File: config.mk
export PLATFORM = sky130hd
export DESIGN_NAME = bus_trigger_matcher
export DESIGN_NICKNAME = d
export VERILOG_FILES = /design/src/rtl/trig_pkg.sv /design/src/rtl/trig_resource.sv /design/src/rtl/trig_combiner.sv /design/src/rtl/trig_occurrence.sv /design/src/rtl/bus_trigger_matcher.sv
export SDC_FILE = /design/constraint.sdc
export NUM_CORES = 1
export LEC_CHECK = 0
export BUFFER_PORTS_ARGS = -buffer_cell sky130_fd_sc_hd__buf_2
export CAP_MARGIN = 20
export CORE_AREA = 2 2 212 214
export DETAILED_ROUTE_END_ITERATION = 8
export DIE_AREA = 0 0 214 216
export GPL_ROUTABILITY_DRIVEN = 0
export PLACE_DENSITY = 0.64
export SLEW_MARGIN = 20
export SYNTH_ARGS = -nofsm -noshare
export SYNTH_HDL_FRONTEND = slang
export SYNTH_SLANG_ARGS = --single-unit
File: constraint.sdc
create_clock -name clk -period 10.7 [get_ports clk]
set_input_delay 1.07 -clock clk [delete_from_list [all_inputs] [get_ports clk]]
set_output_delay 1.07 -clock clk [all_outputs]
set_load 0.02 [all_outputs]
File: src/rtl/trig_pkg.sv
package trig_pkg;
  localparam int RES_W = 32;

  typedef enum logic [1:0] {
    SEL_ADDR = 2'd0,
    SEL_DATA = 2'd1,
    SEL_STAT = 2'd2,
    SEL_NONE = 2'd3
  } bus_sel_e;

  typedef enum logic [1:0] {
    CMP_EQ  = 2'd0,
    CMP_GE  = 2'd1,
    CMP_LE  = 2'd2,
    CMP_EQX = 2'd3
  } cmp_mode_e;

  typedef struct packed {
    logic [RES_W-1:0] value;
    logic [RES_W-1:0] mask;
    bus_sel_e         sel;
    cmp_mode_e        mode;
    logic             inv;
  } res_cfg_t;
endpackage

File: src/rtl/trig_resource.sv
module trig_resource
  import trig_pkg::*;
(
  input  res_cfg_t         cfg,
  input  logic [RES_W-1:0] bus_a,
  input  logic [RES_W-1:0] bus_d,
  input  logic [RES_W-1:0] bus_s,
  output logic             hit
);
  logic [RES_W-1:0] bus, care, bus_m, val_m;
  logic             enabled, raw;

  always_comb begin
    enabled = 1'b1;
    case (cfg.sel)
      SEL_ADDR: bus = bus_a;
      SEL_DATA: bus = bus_d;
      SEL_STAT: bus = bus_s;
      default: begin
        bus     = '0;
        enabled = 1'b0;
      end
    endcase
    care  = ~cfg.mask;
    bus_m = bus & care;
    val_m = cfg.value & care;
    case (cfg.mode)
      CMP_GE:  raw = (bus_m >= val_m);
      CMP_LE:  raw = (bus_m <= val_m);
      default: raw = (bus_m == val_m);
    endcase
    hit = enabled & (raw ^ cfg.inv);
  end
endmodule

File: src/rtl/trig_combiner.sv
module trig_combiner #(
  parameter int NUM_RES = 4,
  localparam int TT_W = 1 << NUM_RES
) (
  input  logic [NUM_RES-1:0] hits,
  input  logic [TT_W-1:0]    table_bits,
  output logic               cond
);
  assign cond = table_bits[hits];
endmodule

File: src/rtl/trig_occurrence.sv
module trig_occurrence #(
  parameter int CNT_W = 16
) (
  input  logic             clk,
  input  logic             rst_n,
  input  logic             qual,
  input  logic             rearm,
  input  logic [CNT_W-1:0] preset,
  output logic             trig
);
  localparam logic [CNT_W-1:0] CNT_MAX = '1;

  logic [CNT_W-1:0] cnt, cnt_nx, thr;
  logic             fired;

  assign cnt_nx = (cnt == CNT_MAX) ? cnt : cnt + 1'b1;
  assign thr    = (preset == '0) ? CNT_W'(1) : preset;

  always_ff @(posedge clk or negedge rst_n) begin
    if (!rst_n) begin
      cnt   <= '0;
      fired <= 1'b0;
      trig  <= 1'b0;
    end else if (rearm) begin
      cnt   <= '0;
      fired <= 1'b0;
      trig  <= 1'b0;
    end else begin
      trig <= 1'b0;
      if (qual && !fired) begin
        cnt <= cnt_nx;
        if (cnt_nx >= thr) begin
          trig  <= 1'b1;
          fired <= 1'b1;
        end
      end
    end
  end
endmodule

File: src/rtl/bus_trigger_matcher.sv
module bus_trigger_matcher
  import trig_pkg::*;
#(
  parameter int ADDR_W  = 32,
  parameter int DATA_W  = 32,
  parameter int STAT_W  = 8,
  parameter int NUM_RES = 4,
  parameter int CNT_W   = 16,
  localparam int TT_W   = 1 << NUM_RES,
  localparam int CFG_AW = $clog2(NUM_RES * 4 + 2)
) (
  input  logic              clk,
  input  logic              rst_n,
  input  logic              cfg_we,
  input  logic [CFG_AW-1:0] cfg_addr,
  input  logic [RES_W-1:0]  cfg_wdata,
  input  logic              smp_valid,
  output logic              smp_ready,
  input  logic [ADDR_W-1:0] smp_addr,
  input  logic [DATA_W-1:0] smp_data,
  input  logic [STAT_W-1:0] smp_stat,
  input  logic              rearm,
  output logic              trig
);
  localparam int TT_ADDR  = NUM_RES * 4;
  localparam int PRE_ADDR = NUM_RES * 4 + 1;

  res_cfg_t         rcfg [NUM_RES];
  logic [TT_W-1:0]  tt;
  logic [CNT_W-1:0] preset;
  logic [NUM_RES-1:0] hits;
  logic             cond;
  logic [RES_W-1:0] a_ext, d_ext, s_ext;

  assign smp_ready = rst_n;
  assign a_ext = RES_W'(smp_addr);
  assign d_ext = RES_W'(smp_data);
  assign s_ext = RES_W'(smp_stat);

  always_ff @(posedge clk or negedge rst_n) begin
    if (!rst_n) begin
      for (int i = 0; i < NUM_RES; i++) rcfg[i] <= '0;
      tt     <= '0;
      preset <= '0;
    end else if (cfg_we) begin
      for (int i = 0; i < NUM_RES; i++) begin
        if (int'(cfg_addr) == i * 4)     rcfg[i].value <= cfg_wdata;
        if (int'(cfg_addr) == i * 4 + 1) rcfg[i].mask  <= cfg_wdata;
        if (int'(cfg_addr) == i * 4 + 2) begin
          rcfg[i].sel  <= bus_sel_e'(cfg_wdata[1:0]);
          rcfg[i].mode <= cmp_mode_e'(cfg_wdata[3:2]);
          rcfg[i].inv  <= cfg_wdata[4];
        end
      end
      if (int'(cfg_addr) == TT_ADDR)  tt     <= TT_W'(cfg_wdata);
      if (int'(cfg_addr) == PRE_ADDR) preset <= CNT_W'(cfg_wdata);
    end
  end

  for (genvar g = 0; g < NUM_RES; g++) begin : g_res
    trig_resource u_res (
      .cfg   (rcfg[g]),
      .bus_a (a_ext),
      .bus_d (d_ext),
      .bus_s (s_ext),
      .hit   (hits[g])
    );
  end

  trig_combiner #(.NUM_RES(NUM_RES)) u_comb (
    .hits       (hits),
    .table_bits (tt),
    .cond       (cond)
  );

  trig_occurrence #(.CNT_W(CNT_W)) u_occ (
    .clk    (clk),
    .rst_n  (rst_n),
    .qual   (smp_valid & cond),
    .rearm  (rearm),
    .preset (preset),
    .trig   (trig)
  );
endmodule

=== After elaboration in Yosys (flattened, before gate mapping) ===
Cells that the tools add are included.
Widths: inputs -> output; s select.

* Mux-type cells: 24
* Eq/ne operators: 34
* Bitwise logic cells: 21
* Reductions and logical operators: 29
* Order comparisons: 10
* Add/subtract/negate cells: 1

{| class="wikitable"
|+ Operators by type and width
! operator !! number
|-
| $pmux 32 s3 || 4
|-
| $and 32x32->32 || 8
|-
| $eq 32x32->1 || 4
|-
| $ge 32x32->1 || 4
|-
| $le 32x32->1 || 4
|-
| $not 32->32 || 4
|-
| $mux 16 || 4
|-
| $eq 5x5->1 const B || 8
|-
| $reduce_and 2->1 || 15
|-
| $add 16x1->16 const B || 1
|-
| $eq 16x16->1 const B || 1
|-
| $eq 2x1->1 const B || 8
|-
| $eq 2x2->1 const B || 8
|-
| $ge 16x16->1 || 1
|-
| $logic_not 16->1 || 1
|-
| $eq 5x4->1 const B || 3
|-
| $reduce_or 3->1 || 4
|-
| $mux 1 || 11
|-
| $logic_not 2->1 || 4
|-
| $pmux 1 s2 || 4
|-
| $and 1x1->1 || 5
|-
| $eq 5x2->1 const B || 1
|-
| $eq 5x3->1 const B || 1
|-
| $logic_not 5->1 || 1
|-
| 6 further kinds || 10
|}

* Output and inout bits: 2
* Flip-flop bits (word level): 326
* Input bits: 114
* Logic and storage cells: 144

=== Longest topological paths before layout ===
Gate-level depths: netlist of run 1.

* Depth in word-level cells: 13
* Depth in mapped cells: 21

=== Hierarchy ===
A second synthesis of run 1 with hierarchy kept.

* Cell total of the unflattened synthesis: 1973
* Area total of the unflattened synthesis: 20754.9 um2

{| class="wikitable"
|+ By module, submodules not included
! module !! instances !! sequential area each (um2) !! cells each !! area an instance (um2)
|-
| bus_trigger_matcher || 1 || 7707.4 || 686 || 11765.0
|-
| trig_resource at g_res[0].u_res ... || 3 || 0.0 || 269 || 1784.2
|-
| trig_resource at g_res[3].u_res || 1 || 0.0 || 268 || 1779.2
|-
| trig_occurrence || 1 || 450.4 || 205 || 1722.9
|-
| trig_combiner || 1 || 0.0 || 7 || 135.1
|}

=== Worst setup path before layout of run 1 ===
Ideal clock, no wire load.

* Path kind: register to register
* Start: register rcfg[141] in the netlist's numbering
* End: register u_occ.cnt[8]
* Setup time: 125 ps
* Stages on the path, launching flop included: 21
* Path buffers: 3
* Clock period less this slack: 4943 ps
* Setup slack: 5757 ps
* Data arrival time: 4818 ps
* Cell sequence: dfrtp_1 clkbuf_1 buf_1 mux2i_1 nor2_1 a21oi_1 nor2_1 ha_1 a21oi_1 o21ai_0 a221o_1 o311a_1 o21ai_1 nor3b_2 mux2i_2 or3_1 a211oi_1 or4_4 buf_6 nor4_1 mux2_2

* Longest elaborated chain between the ends: 12

{| class="wikitable"
|+ RTL lines
! what !! RTL line !! source
|-
| from (decl) || bus_trigger_matcher.sv:28 || <nowiki>res_cfg_t rcfg [NUM_RES];</nowiki>
|-
| $eq 2x2->1 (tied with other cells) || trig_resource.sv:15 || <nowiki>case (cfg.sel)</nowiki>
|-
| $pmux 32 s3 || trig_resource.sv:15 ||
|-
| $and 32x32->32 || trig_resource.sv:25 || <nowiki>bus_m = bus & care;</nowiki>
|-
| $le 32x32->1 (tied with other cells) || trig_resource.sv:29 || <nowiki>CMP_LE: raw = (bus_m <= val_m);</nowiki>
|-
| $pmux 1 s2 || trig_resource.sv:27 || <nowiki>case (cfg.mode)</nowiki>
|-
| $xor 1x1->1 || trig_resource.sv:32 || <nowiki>hit = enabled & (raw ^ cfg.inv);</nowiki>
|-
| $and 1x1->1 * || trig_resource.sv:32 ||
|-
| $bmux 1 s4 * || trig_combiner.sv:9 || <nowiki>assign cond = table_bits[hits];</nowiki>
|-
| $mux 1 (implied by the code) * || trig_combiner.sv:9 ||
|-
| $and 1x1->1 * || bus_trigger_matcher.sv:79 || <nowiki>.qual (smp_valid & cond),</nowiki>
|-
| $logic_and 1x1->1 * || trig_occurrence.sv:30 || <nowiki>if (qual && !fired) begin</nowiki>
|-
| $reduce_bool 2->1 (no line) * || - ||
|-
| to (signal assigned) || trig_occurrence.sv:31 || <nowiki>cnt <= cnt_nx;</nowiki>
|-
| to (decl) || trig_occurrence.sv:13 || <nowiki>logic [CNT_W-1:0] cnt, cnt_nx, thr;</nowiki>
|}

Every way passes the cells marked *; elsewhere a longest branch is shown, timed or not. The select of a mux whose other input is x is not followed.
A chain may end at the register's enable or synchronous reset.

=== Worst setup path in the final report of run 1 ===
* Start: register rcfg[141] in the netlist's numbering
* End: register u_occ.cnt[15]

The elaborated chain is that of the path after synthesis.

==> reports/metrics.cfg, run 1 <==
[drt]
drtAntennaViolNets=0
drt-vias-per-instance=5.73
drt_iter0_markers=883
drc_errors=0
vias=14200
finalWirelength_um=53200
first_pass_iters=6
wl_per_cell_um=21.5

[final_layout]
fin_cells=2474
fin_nets=2120
drive_above_1_share_pct=28.6
final_area_um2=22100
diodes=0
syn_to_final_growth_pct=12.6

[outcome]
status=finished clean

[cts]
clk_latency_ns=0.56
htree_levels=2
clkTransAtPathRegs_ns=0.06
cts_tree=done
cts_sinks=326
cts_made_buffers=39
cts_hold_buf=0
cts_setup_buffers=0
ctsResizeCount=0
cts_buffer_depth=3
root_buffer=clkbuf_16

[place]
hpwl_um=36200
dp_slack_ns=4.86
port-buffer-count=115
dp.cells=2404
place_area_um2=20700

[power]
p_leak_nw=10.1
ir_drop_mv=0.127
p_total_mw=4.49
power_density_nw_per_um2=203

[synthesis]
yosysSeqAreaShare_pct=41.6
async_reset_ff_share_pct=100
yosys_warnings=0
synth_area_um2=19600
synthTopCellsByArea=dfrtp_1 42%, mux2_2 18%, ha_1 9.8%
synth_seq_cells=326
avgSynthCellArea_um2=11.1
synth_nets=2041
ys_types=69
synth-edff-count=0
synthCells=1774
synth_top_cell_area_share_pct=41.6
yosysTopAreaCell=dfrtp_1
ys.flop_type=dfrtp_1

[global_routing]
grt_pass1_wl_um=82600
grt_max_degree=160
gr-total-overflow=0
grt_pass1_vias=14300
grt.total_usage_pct=23.0
antenna_found_initial=2

[setup_path]
critPathRequiredTime_ns=11.15
cp-startpoint=rcfg[141]
cp.arrival_ns=6.35
r2r-end=u_occ.cnt[15]
crit_path_max_fanout=38
start_kind=flop
reg2reg_depth=16
crit_type=flop to flop
r2r_start=rcfg[141]
r2r_slack_ns=4.80
crit_path_end_kind=flop
critPathCapture=u_occ.cnt[15]

[sta]
setup_slack_ns=4.80
drv_slew=0
rsz0062_at_grt=no
period_share_pct=55.1
skew_ns=0.0145
finalCriticalPeriod_ns=5.90
setup-violations-final=0
finalHoldViolations=0
tightest_slew_ns=1.10
final.setup.tns_ns=0
max_freq_mhz=170
relSlewSlack_pct=24.9

[floorplanning]
num_rows=77
core-area_um2=43800
die_y_um=216
start_util_pct=44.7
die_x_um=214
die_area_um2=46200
ios=116

[flow_run]
cap_violations=0

[min_path]
hold_class=input pin to asynchronous set/reset pin

routing by layer:
| metal | routed length [um] | vias to the layer above | GRT usage (%) |
|---|---|---|---|
| met5 | 27 | - | 0 |
| met4 | 1960 | 4 | 8.97 |
| met3 | 2670 | 96 | 4.41 |
| met2 | 24800 | 347 | 37.9 |
| met1 | 23700 | 7065 | 30.0 |
| li1 | - | 6659 | - |
logic make-up (layout without fill, tap and decap cells):
family / after synthesis / after routing / share of synthesized area [%]
adders and majority gates: 153 / 153 / 9.76
AOI/OAI and AO/OA: 204 / 204 / 6.70
DFF: 326 / 326 / 41.6
xor gates and xnor gates: 13 / 13 / 0.581
muxes: 443 / 443 / 24.7
and+or+nand+nor: 514 / 514 / 14.2
buffers and inverters: 121 / 229 / 2.43
registers in the layout, indices dropped and copies added, names as in the netlist:
signal and cells:
u_occ.fired 1, u_occ.trig 1, preset 16, rcfg 276, tt 16, u_occ.cnt 16
final cells by class:
cell class,count,area [um^2]
timing repair buffer,127,704
clock inverter,14,211
sequential,326,8160
multi-input combinational,1327,11000
clock buffer,56,1140
inverter,32,120
fill,3946,21800
tap,592,741
power by group:
| group | internal [mW] | switching, mW | leakage, nW |
|---|---|---|---|
| Combinational | 0.657 | 0.824 | 5.28 |
| Clock | 0.844 | 0.553 | 0.669 |
| Sequential | 1.47 | 0.149 | 4.18 |
| Total | 2.97 | 1.53 | 10.1 |
synthesized netlist by cell type, types with 3 or more instances:
cell type  instances
or3_1              3
a211oi_1           8
nor3_1           110
and3_1             7
a221oi_1           5
or2_2             10
nand2_1           61
and4_1             5
o31ai_1           13
a22o_1             3
buf_4              4
clkbuf_1          41
xnor2_1           10
o21ai_0           21
ha_1             153
a21o_1            13
xor2_1             3
dfrtp_1          326
mux2i_1          130
nor2_1            76
nand2b_1         136
a221o_1            6
o211ai_1          10
and2_1             4
a21oi_1           90
nor4_1            13
nand3_1           25
o311ai_0           5
buf_1             43
o21ai_1            3
mux2_2           310
nor2b_1           18
nand4_1           30
a31oi_1            3
inv_1             32
cells in the final DEF, fill, tap and decap left out, types with 4 or more instances in the layout:
cell	synthesis	routed
o21ai_0	21	21
nand3_1	25	25
clkbuf_1	41	7
nand2_2	1	6
mux2_2	310	310
a221o_1	6	6
o211ai_1	10	10
o311ai_0	5	5
and4_1	5	5
and2_1	4	4
clkbuf_8	0	10
dfrtp_1	326	322
nor2b_1	18	18
clkbuf_16	0	39
inv_1	32	32
mux2i_1	130	130
nand2_1	61	55
nor3_1	110	110
buf_4	4	9
clkinv_2	0	6
and3_1	7	5
nand2b_1	136	136
a21oi_1	90	90
a221oi_1	5	5
nor2_1	76	76
buf_2	0	114
or2_2	10	10
o31ai_1	13	13
a21o_1	13	13
bufinv_16	0	4
a211oi_1	8	8
nand4_1	30	30
nor4_1	13	13
ha_1	153	153
xnor2_1	10	10
dfrtp_2	0	4
per-stage QoR:
step                hold WS [ns]  utilization (%)
floorplan                  0.455                -
global placement           0.468             47.2
detailed placement         0.473             47.3
CTS                        0.487             50.4
global route               0.513             50.4
finish                     0.486             50.4
worst min path at each step:
stage | startpoint | to | slack (ns) | cells past startpoint
final | rst_n | u_occ.cnt[11] | 0.49 | 1
after global routing | rcfg[244] | rcfg[244] | 0.51 | 1
after CTS | u_occ.fired | u_occ.fired | 0.49 | 1
after detailed placement | u_occ.fired | u_occ.fired | 0.47 | 1
after global placement | u_occ.fired | u_occ.fired | 0.47 | 1
after floorplan | u_occ.fired | u_occ.fired | 0.46 | 1
critical path, cell delays in order, from the launching register on:
cell	delay [ns]
dfrtp_2	0.34
buf_4	0.64
mux2i_1	0.30
nor3_1	0.07
ha_1	0.35
nand4_1	0.31
nor4_1	0.80
nand3_1	0.25
nand2_1	0.13
o31ai_1	0.12
nor3b_2	0.39
mux2i_2	0.36
or3_1	0.15
a211oi_1	0.07
or4_4	0.68
or2_1	0.45
a31o_2	0.32
Power figures use the tool's default switching activity.
==> run 2: changes to the inputs <==
Clock period 10.7 ns to 5.5 ns, I/O delays scaled along.
==> run 2 against run 1 <==
Against the previous run: non-clock buffer count rose by 18; hold slack got worse by 0.47 ns; clock power rose by 71%; utilization fell by 0.060 points; global-route usage barely moved; clock-buffer cell count fell by 3; sequential power rose by 95%; final cell count rose by 0.57%; critical path depth rose by 1; sequential share of layout area barely moved; flip-flop and latch count did not move; power rose by 88%.
==> reports/metrics.cfg, run 2 (same netlist as run 1, synthesis figures left out) <==
[sta]
tightest_slew_ns=1.13
finalHoldViolations=0
max_freq_mhz=191
rsz0062_at_grt=no
setup-violations-final=0
finalCriticalPeriod_ns=5.24
skew_ns=0.0156
drv_slew=0
relSlewSlack_pct=24.8
final.setup.tns_ns=0
period_share_pct=95.2

[cts]
cts_setup_buffers=0
cts_tree=done
cts_sinks=326
root_buffer=clkbuf_16
htree_levels=2
cts_hold_buf=0
clkTransAtPathRegs_ns=0.06
cts_made_buffers=38
cts_buffer_depth=3
ctsResizeCount=0
clk_latency_ns=0.56

[setup_path]
r2r-end=u_occ.cnt[8]
crit_type=flop to flop
crit_path_max_fanout=18
r2r_slack_ns=0.26
cp.arrival_ns=5.67
reg2reg_depth=17
critPathRequiredTime_ns=5.93
start_kind=flop
crit_path_end_kind=flop
r2r_start=rcfg[210]
cp-startpoint=rcfg[210]
critPathCapture=u_occ.cnt[8]

[min_path]
hold_class=input pin to asynchronous set/reset pin

[final_layout]
fin_nets=2137
regMostFlops=rcfg
mostFrequentLayoutCell=dfrtp_1
fill_cells=3989
diodes=0
syn_to_final_growth_pct=12.5
largest_reg_flops=276
mostFrequentLayoutCells=322 x dfrtp_1, 310 x mux2_2, 153 x ha_1, 136 x nand2b_1, 130 x mux2i_1
drive_above_1_share_pct=29.0

[drt]
vias=14300
first_pass_iters=7
finalWirelength_um=52500
drt-vias-per-instance=5.73
drtAntennaViolNets=0
wl_per_cell_um=21.1
drc_errors=0
drt_iter0_markers=837

[floorplanning]
die_area_um2=46200
start_util_pct=44.7
ios=116
die_x_um=214
die_y_um=216
num_rows=77
core-area_um2=43800

[power]
p_total_mw=8.46
p_leak_nw=10.1
ir_drop_mv=0.217
power_density_nw_per_um2=383

[place]
hpwl_um=36900
port-buffer-count=115

[global_routing]
gr-total-overflow=0
antenna_found_initial=0
grt.total_usage_pct=23.0
grt_pass1_wl_um=83600
grt_pass1_vias=14800
grt_max_degree=154

[outcome]
status=finished clean

[flow_run]
cap_violations=0

run 2: cell count changes in the layout (fill, tap and decap cells not counted), moves of 2 or more:
cell       delta
buf_4        +16
clkbuf_8      -7
clkbuf_1      +5
buf_12        +3
bufinv_16     -3
clkinv_2      +2
run 2: worst min-delay path by stage:
stage                        endpoint  slack (ns)  depth (start not counted)
final                      preset[13]        0.02                          1
after global routing       preset[13]        0.07                          1
after CTS                  preset[13]        0.07                          1
after detailed placement       tt[12]        0.49                          1
after global placement    u_occ.fired        0.47                          1
after floorplan             preset[0]        0.25                          0
run 2: power breakdown:
part           internal, mW  switching [mW]
clock                  1.37            1.02
sequential             2.86           0.309
combinational          1.33            1.57
total                  5.55            2.90
run 2: area by class of cell:
cell class	instances	area, um^2	share of cell area, %
Multi-Input combinational cell	1327	11000	49.9
Timing Repair Buffer	145	873	3.96
Clock inverter	13	111	0.505
Inverter	32	120	0.545
Tap cell	592	741	3.36
Clock buffer	53	1040	4.70
Sequential cell	326	8160	37.0
run 2: worst max-delay path, stage by stage (launching register included):
cell and delay (ns):
dfrtp_2 0.59, buf_4 0.36, mux2i_1 0.31, nor3_1 0.08
ha_1 0.35, a21oi_1 0.18, nand2_1 0.10, a221o_1 0.35
o31a_1 0.31, nor4_1 0.22, nand3b_1 0.23, mux2i_4 0.42
mux4_2 0.55, or3b_1 0.40, nand2_2 0.08, buf_4 0.21
nor4_1 0.08, mux2_2 0.28
run 2: through the flow:
stage	std cells	area (um^2)	util, %	setup slack (ns)	hold slack, ns
4_1_cts	2488	22000	50.3	0.270	0.0681
5_1_grt	2488	22100	50.3	0.0253	0.0742
3_5_place_dp	2422	20900	47.7	0.303	0.486
6_report	2488	22100	50.3	0.261	0.0175
3_3_place_gp	2422	20900	47.7	0.371	0.467
2_1_floorplan	1774	19600	-	0.557	0.254
run 2: layer usage:
layer / share of wire, % / vias to the layer above / GRT usage [%] / wire length, um
li1: - / 6680 / - / -
met2: 48 / 337 / 38.7 / 25100
met1: 45 / 7162 / 31.1 / 23800
met3: 4.4 / 74 / 3.33 / 2300
met4: 2.3 / 0 / 6.36 / 1230
met5: 0 / - / 0 / 0
